### src/rtl/regwake_pkg.sv
package regwake_pkg;
    parameter int unsigned SB_NUM_PREGS = 16;
    parameter int unsigned SB_TAG_W     = 5;
    parameter int unsigned SB_NUM_SLOTS = 8;
    parameter int unsigned SB_NUM_SRC   = 2;
    localparam int unsigned SB_REG_W    = $clog2(SB_NUM_PREGS);
    localparam int unsigned SB_SLOT_W   = $clog2(SB_NUM_SLOTS);

    typedef logic [SB_TAG_W-1:0]     tag_t;
    typedef logic [SB_REG_W-1:0]     reg_idx_t;
    typedef logic [SB_SLOT_W-1:0]    slot_t;
    typedef logic [SB_NUM_SLOTS-1:0] slot_vec_t;
    typedef logic [SB_NUM_PREGS-1:0] reg_vec_t;

    typedef struct packed {
        logic vld;
        tag_t tag;
    } tag_req_t;

    typedef struct packed {
        logic  vld;
        slot_t slot;
    } slot_req_t;

    // Tags at or above the register count are not renamed registers.
    function automatic logic tag_tracked(tag_t t);
        return 32'(t) < SB_NUM_PREGS;
    endfunction

    function automatic reg_idx_t tag_index(tag_t t);
        return t[SB_REG_W-1:0];
    endfunction

    function automatic reg_vec_t tag_onehot(tag_req_t r);
        reg_vec_t v;
        v = '0;
        if (r.vld && tag_tracked(r.tag)) v[tag_index(r.tag)] = 1'b1;
        return v;
    endfunction

    function automatic slot_vec_t slot_onehot(slot_req_t r);
        slot_vec_t v;
        v = '0;
        if (r.vld) v[r.slot] = 1'b1;
        return v;
    endfunction
endpackage

### src/rtl/regwake_ready_bits.sv
module regwake_ready_bits
    import regwake_pkg::*;
(
    input  logic     clk,
    input  logic     rst,
    input  reg_vec_t alloc_oh,
    input  reg_vec_t done_oh,
    output reg_vec_t ready_q
);
    // Allocate has priority over a completion of the same register.
    always_ff @(posedge clk) begin
        if (rst) ready_q <= '1;
        else     ready_q <= (ready_q | done_oh) & ~alloc_oh;
    end
endmodule

### src/rtl/regwake_chain_matrix.sv
module regwake_chain_matrix
    import regwake_pkg::*;
(
    input  logic      clk,
    input  logic      rst,
    input  reg_vec_t  done_oh,
    input  slot_vec_t drop_mask,
    input  slot_vec_t link_row [SB_NUM_PREGS],
    output slot_vec_t chain_q  [SB_NUM_PREGS]
);
    for (genvar r = 0; r < SB_NUM_PREGS; r++) begin : g_row
        slot_vec_t row_next;
        always_comb begin
            row_next = chain_q[r] & ~drop_mask;
            if (done_oh[r]) row_next = '0;
            row_next = row_next | link_row[r];
        end
        always_ff @(posedge clk) begin
            if (rst) chain_q[r] <= '0;
            else     chain_q[r] <= row_next;
        end
    end
endmodule

### src/rtl/regwake_slot_table.sv
module regwake_slot_table
    import regwake_pkg::*;
(
    input  logic                  clk,
    input  logic                  rst,
    input  slot_vec_t             ins_oh,
    input  slot_vec_t             clr_oh,
    input  tag_t                  src_tag  [SB_NUM_SRC],
    input  logic [SB_NUM_SRC-1:0] src_pend,
    input  tag_req_t              done_r,
    output slot_vec_t             eligible
);
    logic done_trk;
    assign done_trk = done_r.vld && tag_tracked(done_r.tag);

    for (genvar s = 0; s < SB_NUM_SLOTS; s++) begin : g_slot
        logic                  occ_q;
        logic [SB_NUM_SRC-1:0] pend_q;
        tag_t                  tag_q [SB_NUM_SRC];

        always_ff @(posedge clk) begin
            if (rst) begin
                occ_q  <= 1'b0;
                pend_q <= '0;
                for (int k = 0; k < SB_NUM_SRC; k++) tag_q[k] <= '0;
            end else if (ins_oh[s]) begin
                occ_q  <= 1'b1;
                pend_q <= src_pend;
                for (int k = 0; k < SB_NUM_SRC; k++) tag_q[k] <= src_tag[k];
            end else if (clr_oh[s]) begin
                occ_q  <= 1'b0;
                pend_q <= '0;
            end else if (done_trk) begin
                for (int k = 0; k < SB_NUM_SRC; k++)
                    if (tag_q[k] == done_r.tag) pend_q[k] <= 1'b0;
            end
        end

        assign eligible[s] = occ_q && (pend_q == '0);
    end
endmodule

### src/rtl/regwake_scoreboard.sv
module regwake_scoreboard
    import regwake_pkg::*;
(
    input  logic                    clk,
    input  logic                    rst,
    input  logic                    alloc_valid,
    input  logic [SB_TAG_W-1:0]     alloc_tag,
    input  logic                    ins_valid,
    input  logic [SB_SLOT_W-1:0]    ins_slot,
    input  logic                    src0_valid,
    input  logic [SB_TAG_W-1:0]     src0_tag,
    input  logic                    src1_valid,
    input  logic [SB_TAG_W-1:0]     src1_tag,
    input  logic                    done_valid,
    input  logic [SB_TAG_W-1:0]     done_tag,
    input  logic                    clr_valid,
    input  logic [SB_SLOT_W-1:0]    clr_slot,
    output logic [SB_NUM_PREGS-1:0] reg_ready,
    output logic [SB_NUM_SLOTS-1:0] wake_mask,
    output logic [SB_NUM_SLOTS-1:0] issue_ready,
    output logic                    alloc_err
);
    tag_req_t  alloc_r, done_r;
    tag_req_t  src_r [SB_NUM_SRC];
    tag_t      src_tag [SB_NUM_SRC];
    reg_vec_t  alloc_oh, done_oh, ready_q;
    slot_vec_t ins_oh, clr_oh, drop_mask;
    slot_vec_t link_row [SB_NUM_PREGS];
    slot_vec_t chain_q  [SB_NUM_PREGS];
    logic [SB_NUM_SRC-1:0] src_link;
    slot_vec_t wake_q;
    logic      err_q;

    assign alloc_r  = '{vld: alloc_valid, tag: alloc_tag};
    assign done_r   = '{vld: done_valid,  tag: done_tag};
    assign src_r[0] = '{vld: src0_valid,  tag: src0_tag};
    assign src_r[1] = '{vld: src1_valid,  tag: src1_tag};
    assign alloc_oh = tag_onehot(alloc_r);
    assign done_oh  = tag_onehot(done_r);
    assign ins_oh   = slot_onehot('{vld: ins_valid, slot: ins_slot});
    assign clr_oh   = slot_onehot('{vld: clr_valid, slot: clr_slot});
    assign drop_mask = ins_oh | clr_oh;

    // A source links only when it is tracked and still pending once
    // same-cycle completion and allocate are taken into account.
    for (genvar k = 0; k < SB_NUM_SRC; k++) begin : g_src
        reg_idx_t idx;
        logic     now_ready;
        assign idx       = tag_index(src_r[k].tag);
        assign now_ready = (ready_q[idx] | done_oh[idx]) & ~alloc_oh[idx];
        assign src_link[k] = ins_valid && src_r[k].vld &&
                             tag_tracked(src_r[k].tag) && !now_ready;
        assign src_tag[k]  = src_r[k].tag;
    end

    for (genvar r = 0; r < SB_NUM_PREGS; r++) begin : g_link
        logic hit;
        always_comb begin
            hit = 1'b0;
            for (int k = 0; k < SB_NUM_SRC; k++)
                if (src_link[k] && 32'(tag_index(src_r[k].tag)) == r) hit = 1'b1;
        end
        assign link_row[r] = hit ? ins_oh : '0;
    end

    regwake_ready_bits u_ready (
        .clk      (clk),
        .rst      (rst),
        .alloc_oh (alloc_oh),
        .done_oh  (done_oh),
        .ready_q  (ready_q)
    );

    regwake_chain_matrix u_chain (
        .clk       (clk),
        .rst       (rst),
        .done_oh   (done_oh),
        .drop_mask (drop_mask),
        .link_row  (link_row),
        .chain_q   (chain_q)
    );

    regwake_slot_table u_slots (
        .clk      (clk),
        .rst      (rst),
        .ins_oh   (ins_oh),
        .clr_oh   (clr_oh),
        .src_tag  (src_tag),
        .src_pend (src_link),
        .done_r   (done_r),
        .eligible (issue_ready)
    );

    always_ff @(posedge clk) begin
        if (rst) begin
            wake_q <= '0;
            err_q  <= 1'b0;
        end else begin
            wake_q <= (|done_oh) ? (chain_q[tag_index(done_tag)] & ~clr_oh) : '0;
            err_q  <= (|alloc_oh) && (|chain_q[tag_index(alloc_tag)]) &&
                      !(done_valid && done_tag == alloc_tag);
        end
    end

    assign reg_ready = ready_q;
    assign wake_mask = wake_q;
    assign alloc_err = err_q;
endmodule

### config.mk
export PLATFORM = sky130hd
export DESIGN_NAME = regwake_scoreboard
export DESIGN_NICKNAME = d
export VERILOG_FILES = /design/src/rtl/regwake_pkg.sv /design/src/rtl/regwake_ready_bits.sv /design/src/rtl/regwake_chain_matrix.sv /design/src/rtl/regwake_slot_table.sv /design/src/rtl/regwake_scoreboard.sv
export SDC_FILE = /design/constraint.sdc
export NUM_CORES = 1
export LEC_CHECK = 0
export BUFFER_PORTS_ARGS = -buffer_cell sky130_fd_sc_hd__buf_2
export CAP_MARGIN = 20
export CORE_MARGIN = 2
export CORE_UTILIZATION = 35
export DETAILED_ROUTE_END_ITERATION = 6
export PLACE_DENSITY = 0.61
export SYNTH_ARGS = -nofsm -noshare
export SYNTH_HDL_FRONTEND = slang
export SYNTH_SLANG_ARGS = --single-unit
### constraint.sdc
create_clock -name clk -period 3.05 [get_ports clk]
set_clock_uncertainty 0.05 [all_clocks]
set_input_delay 0.61 -clock clk [delete_from_list [all_inputs] [get_ports clk]]
set_output_delay 0.61 -clock clk [all_outputs]
set_load 0.01 [all_outputs]
; After elaboration in Yosys (flattened, before gate mapping)
; Memory sizes are Yosys's and may differ from the RTL's.
; Cells that the tools add are included.
[totals]
reg_bits = 177
n_memories = 8
in_bits = 34
ram_bits = 80
[memory_table]
columns = memory, words, width, read_ports, rd_ports_with_merged_regs, wr, line
row1 = u_slots.g_slot[0].tag_q, 2, 5, 2, 0, 2, regwake_slot_table.sv:19  ; tag_t tag_q [SB_NUM_SRC];
row2 = u_slots.g_slot[1].tag_q, 2, 5, 2, 0, 2, regwake_slot_table.sv:19
row3 = u_slots.g_slot[2].tag_q, 2, 5, 2, 0, 2, regwake_slot_table.sv:19
row4 = u_slots.g_slot[3].tag_q, 2, 5, 2, 0, 2, regwake_slot_table.sv:19
row5 = u_slots.g_slot[4].tag_q, 2, 5, 2, 0, 2, regwake_slot_table.sv:19
row6 = u_slots.g_slot[5].tag_q, 2, 5, 2, 0, 2, regwake_slot_table.sv:19
row7 = +2 memories, -, -, -, -, -, -
[op_classes]
mux = 192
magnitude_cmp = 16
n_eq_ne = 47
reduce_logical = 120
n_bitwise = 64
[op_table]
columns = cell, count
row1 = $mux 8, 38
row2 = $and 8x8->8, 17
row3 = $or 8x8->8, 17
row4 = $mux 1, 100
row5 = $eq 5x5->1, 17
row6 = $mux 5, 16
row7 = $reduce_bool 3->1, 24
row8 = $bmux 8 s4, 2
row9 = $eq 4x4->1 const B, 16
row10 = $logic_and 1x1->1, 55
row11 = $mux 2, 24
row12 = $eq 4x3->1 const B, 8
row13 = $mux 16, 2
row14 = $reduce_and 2->1, 16
row15 = $reduce_or 16->1, 2
row16 = $bmux 1 s4, 6
row17 = $lt 4x5->1 const B, 4
row18 = $lt 5x5->1 const B, 4
row19 = $or 1x1->1, 18
row20 = $and 16x16->16, 1
row21 = $eq 4x2->1 const B, 4
row22 = $logic_not 2->1, 8
row23 = $not 16->16, 1
row24 = $not 8->8, 2
row25 = other kinds (16), 37

; Depth between registers and ports, before layout
; Gate-level depths: netlist of run 1.
[logic_depth]
ltp_word = 16
depth_mapped = 9

; By module
; Synthesis of run 1 repeated with hierarchy kept, for this count alone.
[hier_totals]
cells_unflattened = 1571
area_unflattened_um2 = 14750.4
[by_module_without_submodules]
columns = mod, cells_each, area_per_inst_um2, n_inst, seq_area_each_um2
row1 = regwake_chain_matrix, 534, 5191.2, 1, 2562.5
row2 = regwake_slot_table, 410, 5002.3, 1, 2882.8
row3 = regwake_scoreboard, 578, 4051.4, 1, 180.2
row4 = regwake_ready_bits, 49, 505.5, 1, 320.3

; Worst setup path after synthesis of run 1
; No wires, ideal clock.
[synth_path]
kind = input to register
start = input done_tag[0]
end = register wake_q[0], in the netlist wake_mask[0]
arrival_ns = 2.485
setup_time_ns = 0.116
n_path_buf = 2
slack_ns = 0.399
t_required_ns = 2.884
cell_stages = 5
path_cell_list = buf_2 -> buf_1 -> mux4_2 -> mux4_2 -> and3b_1
[synth_between]
elab_chain_len = 8
[synth_lines]
columns = element, line
row1 = "start, declared", regwake_scoreboard.sv:15  ; input logic [SB_TAG_W-1:0] done_tag,
row2 = $lt 4x5->1 (not written as such) / $ge 4x1->1 (equally long branches), regwake_pkg.sv:37  ; if (r.vld && tag_tracked(r.tag)) v[tag_index(r.tag)] = 1'b1;
row3 = $logic_and 1x1->1 (not written as such), regwake_pkg.sv:37
row4 = $mux 1 (not written as such), regwake_pkg.sv:37
row5 = $demux 1 s4, regwake_pkg.sv:37
row6 = $mux 16, regwake_pkg.sv:37
row7 = $reduce_or 16->1, regwake_scoreboard.sv:99  ; wake_q <= (|done_oh) ? (chain_q[tag_index(done_tag)] & ~clr_oh) : '0;
row8 = $not 1->1 (no line), -
row9 = $reduce_or 2->1 (no line), -
row10 = "end signal, assigned", regwake_scoreboard.sv:99
row11 = "end, declared", regwake_scoreboard.sv:31  ; slot_vec_t wake_q;
; Several ways; a longest one is shown, not always the timed one. The select of a mux whose other input is x is not followed.
; A chain may end at the register's enable or synchronous reset.

; Worst setup path after layout of run 1
[layout_path]
start = register u_ready.ready_q[7]
end = register u_chain.chain_q[36] (netlist name)
[layout_between]
elab_chain_len = 11
[layout_lines]
columns = element, line
row1 = "start, declared", regwake_ready_bits.sv:8  ; output reg_vec_t ready_q
row2 = "start signal, assigned", regwake_ready_bits.sv:13  ; else ready_q <= (ready_q | done_oh) & ~alloc_oh;
row3 = $bmux 1 s4, regwake_scoreboard.sv:50  ; assign now_ready = (ready_q[idx] | done_oh[idx]) & ~alloc_oh[idx];
row4 = $mux 1 (not written as such), regwake_scoreboard.sv:50
row5 = $or 1x1->1, regwake_scoreboard.sv:50
row6 = $and 1x1->1, regwake_scoreboard.sv:50
row7 = $logic_not 1->1, regwake_scoreboard.sv:52  ; tag_tracked(src_r[k].tag) && !now_ready;
row8 = $logic_and 1x1->1, regwake_scoreboard.sv:52
row9 = $logic_and 1x1->1, regwake_scoreboard.sv:61  ; if (src_link[k] && 32'(tag_index(src_r[k].tag)) == r) hit = 1'b1;
row10 = $mux 1, regwake_scoreboard.sv:61
row11 = $mux 1 *, regwake_scoreboard.sv:61
row12 = $mux 8 *, regwake_scoreboard.sv:63  ; assign link_row[r] = hit ? ins_oh : '0;
row13 = $or 8x8->8 *, regwake_chain_matrix.sv:16  ; row_next = row_next | link_row[r];
row14 = "end signal, assigned by index", regwake_chain_matrix.sv:20  ; else chain_q[r] <= row_next;
row15 = "end, declared", regwake_chain_matrix.sv:9  ; output slot_vec_t chain_q [SB_NUM_PREGS]
; Mark *: on every way between the ends. The rest lies on a longest branch, timed or not. The select of a mux whose other input is x is not followed.

==> results of run 1 <==
[synthesized netlist by cell type, drive strengths merged]
| cell | instances | area share [%] |
|---|---|---|
| o221ai | 128 | 8.3 |
| nand3b | 7 | 0.39 |
| clkbuf | 61 | 1.7 |
| a31o | 4 | 0.26 |
| nor3 | 38 | 1.4 |
| nor2 | 56 | 1.5 |
| a41oi | 1 | 0.20 |
| xor2 | 25 | 1.6 |
| and2 | 24 | 1.1 |
| nand4 | 20 | 0.92 |
| mux2i | 1 | 0.074 |
| o22ai | 4 | 0.18 |
| inv | 2 | 0.055 |
| clkinv | 1 | 0.028 |
| a21o | 3 | 0.17 |
| o21bai | 13 | 0.72 |
| mux4 | 51 | 8.5 |
| or2 | 2 | 0.092 |
| and4b | 1 | 0.074 |
| or3 | 1 | 0.046 |
| and2b | 1 | 0.055 |
| a31oi | 13 | 0.91 |
| a41o | 1 | 0.074 |
| nand2 | 95 | 2.6 |
| dfxtp | 177 | 26 |
| nor4 | 34 | 1.6 |
| a22o | 2 | 0.13 |
| nor2b | 18 | 0.83 |
| a32oi | 124 | 8.0 |
| buf | 51 | 2.3 |
| o32a | 1 | 0.074 |
| edfxtp | 80 | 18 |
| nor4bb | 2 | 0.15 |
| a21oi | 20 | 0.82 |
| or4 | 1 | 0.055 |
| nand3 | 47 | 1.8 |
| o31a | 2 | 0.13 |
| nor3b | 11 | 0.77 |
| and3b | 7 | 0.45 |
| nand2b | 20 | 0.92 |
| o21ai | 18 | 0.66 |
| xnor2 | 59 | 3.8 |
| and3 | 62 | 2.8 |
| a311oi | 2 | 0.13 |
[worst max-delay path, stage by stage, from the launching register on]
cell and delay [ns]:
dfxtp_1 0.37, mux4_2 0.49, a31oi_1 0.17, a22o_1 0.67
nand3_1 0.26, buf_4 0.27, o221ai_1 0.22
[how the worst max path moves through the flow]
| stage | end | slack (ns) | depth (start not counted) |
|---|---|---|---|
| after floorplan | wake_mask[0]$_SDFF_PP0_ | 0.40 | 5 |
| after global placement | u_chain.chain_q[67]$_SDFF_PP0_ | 0.03 | 6 |
| final | u_chain.chain_q[36]$_SDFF_PP0_ | 0.46 | 6 |
| after CTS | u_chain.chain_q[37]$_SDFF_PP0_ | 0.47 | 6 |
| after global routing | u_chain.chain_q[37]$_SDFF_PP0_ | 0.37 | 6 |
| after detailed placement | u_chain.chain_q[37]$_SDFF_PP0_ | -0.03 | 7 |
[through the flow]
stage | total power [mW] | hold slack (ns) | worst slack, ns | utilization, %
4_1_cts | 7.77 | 0.410 | 0.469 | 41.4
2_1_floorplan | 4.15 | 0.384 | 0.399 | -
3_5_place_dp | 4.46 | 0.401 | -0.0252 | 39.1
3_3_place_gp | 4.45 | 0.393 | 0.0347 | 39.1
5_1_grt | 7.97 | 0.429 | 0.371 | 41.4
6_report | 7.77 | 0.408 | 0.459 | 41.4
[cell usage in the layout, fill, tap and decap left out, types with 3 or more instances in the layout]
| cell type | n |
|---|---|
| dfxtp_1 | 177 |
| o221ai_1 | 127 |
| a32oi_1 | 124 |
| buf_4 | 114 |
| nand2_1 | 95 |
| edfxtp_1 | 80 |
| buf_2 | 65 |
| and3_1 | 62 |
| xnor2_1 | 59 |
| nor2_1 | 56 |
| mux4_2 | 49 |
| nand3_1 | 46 |
| nor3_1 | 35 |
| nor4_1 | 33 |
| clkbuf_16 | 30 |
| xor2_1 | 25 |
| and2_1 | 24 |
| nand2b_1 | 20 |
| nand4_1 | 20 |
| a21oi_1 | 19 |
| nor2b_1 | 18 |
| o21ai_0 | 18 |
| o21bai_1 | 13 |
| a31oi_1 | 9 |
| nor3b_1 | 8 |
| nand3b_1 | 7 |
| and3b_1 | 7 |
| clkbuf_1 | 7 |
| buf_12 | 7 |
| clkbuf_8 | 6 |
| a31o_2 | 4 |
| o22ai_1 | 4 |
| a21o_1 | 3 |
| nor3_2 | 3 |
[power groups by stage]
stage | clock (mW) | combinational, mW | sequential (mW)
floorplan | 0 | 0.446 | 3.71
global placement | 0 | 0.737 | 3.71
detailed placement | 0 | 0.744 | 3.71
CTS | 3.39 | 0.746 | 3.64
global route | 3.53 | 0.802 | 3.65
finish | 3.37 | 0.766 | 3.64
[flip-flops by register name, indices dropped and copies added, names as in the netlist]
register               count
u_slots.g_slot.occ_q       8
u_ready.ready_q           16
u_slots.g_slot.tag_q      80
alloc_err                  1
u_slots.g_slot.pend_q     16
u_chain.chain_q          128
wake_mask                  8
[metal layers]
layer  wire (microns)  vias to the layer above
li1                 -                     5441
met1            21200                     6228
met2            23400                     1051
met3             7080                      236
met4             3090                        2
met5               11                        -
[cell families (layout without fill, tap and decap cells)]
kind of cell,Yosys count,in the layout,share of synthesized area (%)
other,0,1,0
xor gates and xnor gates,84,84,5.40
muxes,52,52,8.56
AOI/OAI and AO/OA,336,336,20.7
and+or+nand+nor,447,447,17.6
DFF,257,257,43.7
buffers and inverters,115,237,4.05
[final cells by class]
class	instances	share of cell area, %
Antenna cell	1	0.0157
Clock buffer	44	5.41
Clock inverter	4	0.180
Inverter	3	0.0705
Multi-Input combinational cell	919	44.8
Sequential cell	257	37.2
Tap cell	518	4.06
Timing Repair Buffer	186	8.27
==> impl_metrics.toml, run 1 <==
[floorplan]
placeableCoreArea_sq_mm = 0.0386
dieWidth_microns = 201
initial_core_util_pct = 35.3
ports = 67
rows = 72
die_y_microns = 201
design.die.area_sq_mm = 0.0405

[cts]
clock-root-buffer = "clkbuf_16"
post_cts.repair.setup_buffers = 0
cts_hold_repair.buffers = 0
cts_repair_resize_count = 0
clock_insertion_delay_worst_skew_ns = 0.57
cts_max_level = 1
clk_pin_slew_ns = 0.06
clockBufferDepth = 3
cts_made_buffers = 29
clock_sink_count = 257
cts_tree = "yes"

[setup_path]
number_of_cells_on_the_worst_reg_to_reg_path = 6
worst_endpoint_required_time_ns = 3.47
r2r_setup_slack_ns = 0.46
crit_path_max_fanout = 16
criticalPathCategory = "register to register"
reg2reg_from = "u_ready.ready_q[7]$_SDFF_PP1_"
worst_r2r_end = "u_chain.chain_q[36]$_SDFF_PP0_"
end_kind = "register"
worst_setup_path_startpoint = "u_ready.ready_q[7]$_SDFF_PP1_"
critPathLaunchType = "register"
crit_arrival_ns = 3.01

[logic_synthesis]
synth.distinct_cells = 55
synth_area_sq_mm = 0.0136
ys_seq_elements = 257
synth.net_count = 1325
number_of_warnings_reported_in_the_yosys_synthesis_log = 0
synth_sequential_area_ratio_pct = 43.7
post_synth_inst_count = 1291
syn-mean-instance-area_sq_um = 10.5

[drt]
routed_wire_length_per_instance_microns = 28.3
drt_first_iter_violations = 1875
dr_total_vias = 13000
detail_route.first_pass.iterations = 6
ant_nets = 0
avgViaCountPerCell = 6.71
remaining_drc_errors = 0
routed_wirelength_microns = 54800

[timing]
rsz0062_at_grt = "no"
least_margin_pin_slew_ns = 1.17
max-slew-margin-rel_pct = 22.1
final_report_max_slew_violation_count = 0
fin_crit_ns = 2.59
post_route_setup_tns_ns = 0
fmax_mhz = 386
timing.final.setup_violations = 0
post_route_fraction_of_the_period_consumed_by_the_critical_path_pct = 85.0
finalHoldViolations = 0

[pwr]
power.switching_fraction_pct = 25.5
p_per_area_mw_per_mm2 = 487
leakage_nw = 5.68
p_switching_mw = 1.98
pwr-share-comb_pct = 9.9
pwr-share-seq_pct = 46.8
power.share.clock_pct = 43.3
cellInternalPower_mw = 5.79
vdd_drop_max_mv = 0.395

[worst_hold_path]
min_to = "u_slots.g_slot[0].pend_q[1]$_SDFFE_PP0P_"
hold_path.class = "register to register"
worst_hold_path.num_cells = 2
worst_hold_startpoint = "u_slots.g_slot[0].pend_q[1]$_SDFFE_PP0P_"

[global_routing]
global_route.overflow_total = 0
vias_in_the_first_global_route = 12700
groute.layer.met2.usage_pct = 39.5
grt_max_degree = 37
grt_pass1_wl_microns = 81800
busiest_layer_in_global_routing = "met2"
track_usage_pct = 26.3
global_route.usage.met3_pct = 6.24
use_met1_pct = 35.8
grt_antenna_before_repair = 1

[final_layout]
drive_gt1_share_pct = 21.1
instances_no_fill = 1932
nets = 1430
final_area_sq_mm = 0.0160
regArea_sq_mm = 0.00595
area_growth_pct = 17.3
multiInputGateArea_sq_mm = 0.00715
n_fill_cell = 3827

[placement]
hpwl_microns = 37600
io_buffer_count = 66
dpl-instance-area_sq_mm = 0.0151
gpl.final_weighted_congestion = 1.00
post-place-cells = 1883

[status]
result_of_the_run = "finished clean"

[run]
max_cap_viol_count = 0
No activity file was read; power rests on OpenSTA's default activity.
==> inputs of run 2 (changes only) <==
- ABC_AREA: default -> 1
- clock period: 3.05 -> 2.7 ns (I/O delays scaled with it)
==> run 2 against run 1 <==
  * Combinational power is 13% higher
  * Sequential share of layout area is 0.80 points higher
  * Wire length is 11% lower
==> impl_metrics.toml, run 2 <==
[status]
result_of_the_run = "finished clean"

[timing]
postLayoutSetupSlackWorst_ns = 0.448
final_report_max_slew_violation_count = 0
timing.final.setup_violations = 0
post_route_setup_tns_ns = 0
fin_crit_ns = 2.25
post_route_fraction_of_the_period_consumed_by_the_critical_path_pct = 83.4
rsz0062_at_grt = "no"
fmax_mhz = 444
max-slew-margin-rel_pct = 50.4
finalHoldViolations = 0
least_margin_pin_slew_ns = 0.742

[floorplan]
initial_core_util_pct = 35.4
die_y_microns = 199
dieWidth_microns = 199
placeableCoreArea_sq_mm = 0.0375
rows = 71
ports = 67
design.die.area_sq_mm = 0.0395

[placement]
dp_slack_ns = 0.0573
gpl.final_weighted_congestion = 1.02
hpwl_microns = 34900
io_buffer_count = 66
dpl-instance-area_sq_mm = 0.0147

[setup_path]
worst_r2r_end = "u_chain.chain_q[89]$_SDFF_PP0_"
crit_arrival_ns = 1.66
critPathLaunchType = "register"
worst_setup_path_startpoint = "u_slots.g_slot[5].occ_q$_SDFFE_PP0P_"
crit_path_cell_trace = "inv_1 > nor3_1 > buf_2"
critPathBufInv = 2
reg2reg_from = "u_ready.ready_q[15]$_SDFF_PP1_"
r2r_setup_slack_ns = 0.74
critPathSlowestCell = "nor3_1"
worst_endpoint_required_time_ns = 2.11
criticalPathCategory = "register to primary output"
crit_path_max_fanout = 2
end_kind = "primary output"
timing.critical_path.max_delay_family = "simple AND/OR/NAND/NOR gates"
timing.critical_path.slowest_cell_delay_ns = 0.47
number_of_cells_on_the_worst_reg_to_reg_path = 13

[cts]
cts_repair_resize_count = 0
clock-root-buffer = "clkbuf_16"
clk_pin_slew_ns = 0.06
cts_max_level = 1
post_cts.repair.setup_buffers = 0
clockBufferDepth = 3
clock_insertion_delay_worst_skew_ns = 0.57
cts_tree = "yes"
cts_made_buffers = 28
clock_sink_count = 257
cts_hold_repair.buffers = 0

[global_routing]
grt_antenna_before_repair = 1
global_route.overflow_total = 0
vias_in_the_first_global_route = 12300
grt_max_degree = 33
grt_pass1_wl_microns = 73300
track_usage_pct = 24.6

[logic_synthesis]
synthTopCellsByArea = "dfxtp_1, edfxtp_1, nand2_1"
async_reset_ff_share_pct = 0
ys_seq_elements = 257
synth_most_common_cell = "nand2_1"
post_synth_inst_count = 1804
synth_area_sq_mm = 0.0133
synth_top_cell_by_area = "dfxtp_1"
synth_top_flop_cell = "dfxtp_1"
yosysTopAreaCellShare_pct = 26.7
synth_sequential_area_ratio_pct = 44.8
syn-mean-instance-area_sq_um = 7.36
number_of_warnings_reported_in_the_yosys_synthesis_log = 0
synth.net_count = 1838
synth.distinct_cells = 41
ys_top_cells_by_count = "nand2_1, inv_1, nor2_1"
synth_edf_count = 80

[final_layout]
final_area_sq_mm = 0.0156
flip_flop_count_of_the_largest_register_after_layout = 128
final_common_cell = "nand2_1"
top_regs = "u_chain.chain_q: 128 flops, u_slots.g_slot.tag_q: 80 flops"
most-common-layout-cells = "nand2_1, inv_1, nor2_1"
nets = 1964
area_growth_pct = 17.8
max_flop_register = "u_chain.chain_q"
drive_gt1_share_pct = 14.5

[drt]
routed_wirelength_microns = 48900
avgViaCountPerCell = 5.33
detail_route.first_pass.iterations = 6
ant_nets = 0
drt_first_iter_violations = 1338
dr_total_vias = 13100
remaining_drc_errors = 0
routed_wire_length_per_instance_microns = 19.9

[worst_hold_path]
min_to = "alloc_err$_SDFF_PP0_"
worst_hold_path.num_cells = 3
worst_hold_startpoint = "alloc_tag[2]"
hold_path.class = "primary input to register"

[pwr]
vdd_drop_max_mv = 0.417
p_per_area_mw_per_mm2 = 569
leakage_nw = 6.75

[run]
max_cap_viol_count = 0
[run 2: changes by cell type in the layout (fill, tap and decap cells not counted), moves of 71 or more]
cell	delta
nand2_1	+360
o22ai_1	+84
o221ai_1	-126
inv_1	+224
a32oi_1	-124
o21ai_0	+71
nor2_1	+157
nand3_1	+146
[run 2: worst reg2reg max path, delay by kind of cell (launching register included)]
family,cells,cell delay [ns]
AOI/OAI and AO/OA,1,0.11
buffers and inverters,1,0.10
DFF,1,0.33
and+or+nand+nor,11,1.32
[run 2: cell type report]
class                   count  area (sq um)
diodes                      1          2.50
inverters                 236           886
well taps                 511           639
clock inverters            15           136
repair buffers            165          1120
flip-flops and latches    257          5950
multi-input cells        1242          6090
clock buffers              36           813
fillers                  3914         21900
[run 2: per-layer routing]
| layer | wire length (microns) | track usage, % | vias up |
|---|---|---|---|
| li1 | - | - | 6197 |
| met1 | 20200 | 32.7 | 6145 |
| met2 | 22200 | 40.7 | 669 |
| met3 | 4460 | 3.36 | 125 |
| met4 | 2060 | 9.15 | 0 |
| met5 | 0 | 0 | - |
[run 2: kinds of logic after synthesis]
group | share of synthesized area [%]
AO/OA/AOI/OAI | 9.38
XOR/XNOR | 1.65
AND/OR/NAND/NOR | 34.8
flip-flops | 44.8
buffers and inverters | 9.36
[run 2: power by group]
| group | leakage (nW) | switching, mW | internal (mW) | total (mW) |
|---|---|---|---|---|
| Sequential | 2.20 | 0.0402 | 4.07 | 4.11 |
| Combinational | 4.07 | 0.623 | 0.244 | 0.867 |
| Clock | 0.475 | 1.67 | 2.24 | 3.91 |
[run 2: stage by stage]
step                      hold WS (ns)  total power [mW]  std cells  utilization, %
final                            0.337              8.89       2463            41.7
after global routing             0.332              9.17       2462            41.7
after CTS                        0.321              8.92       2462            41.7
after detailed placement         0.410              5.04       2411            39.2
after global placement           0.408              5.03       2411            39.2
after floorplan                  0.397              4.67       1804               -
[run 2: worst max-delay path by stage]
stage / endpoint / slack [ns] / cells after the start
floorplan: u_chain.chain_q[100]$_SDFF_PP0_ / 0.59 / 16
global placement: u_chain.chain_q[95]$_SDFF_PP0_ / 0.07 / 16
detailed placement: u_chain.chain_q[94]$_SDFF_PP0_ / 0.06 / 16
CTS: issue_ready[5] / 0.45 / 2
global route: u_chain.chain_q[40]$_SDFF_PP0_ / 0.41 / 16
finish: issue_ready[5] / 0.45 / 3
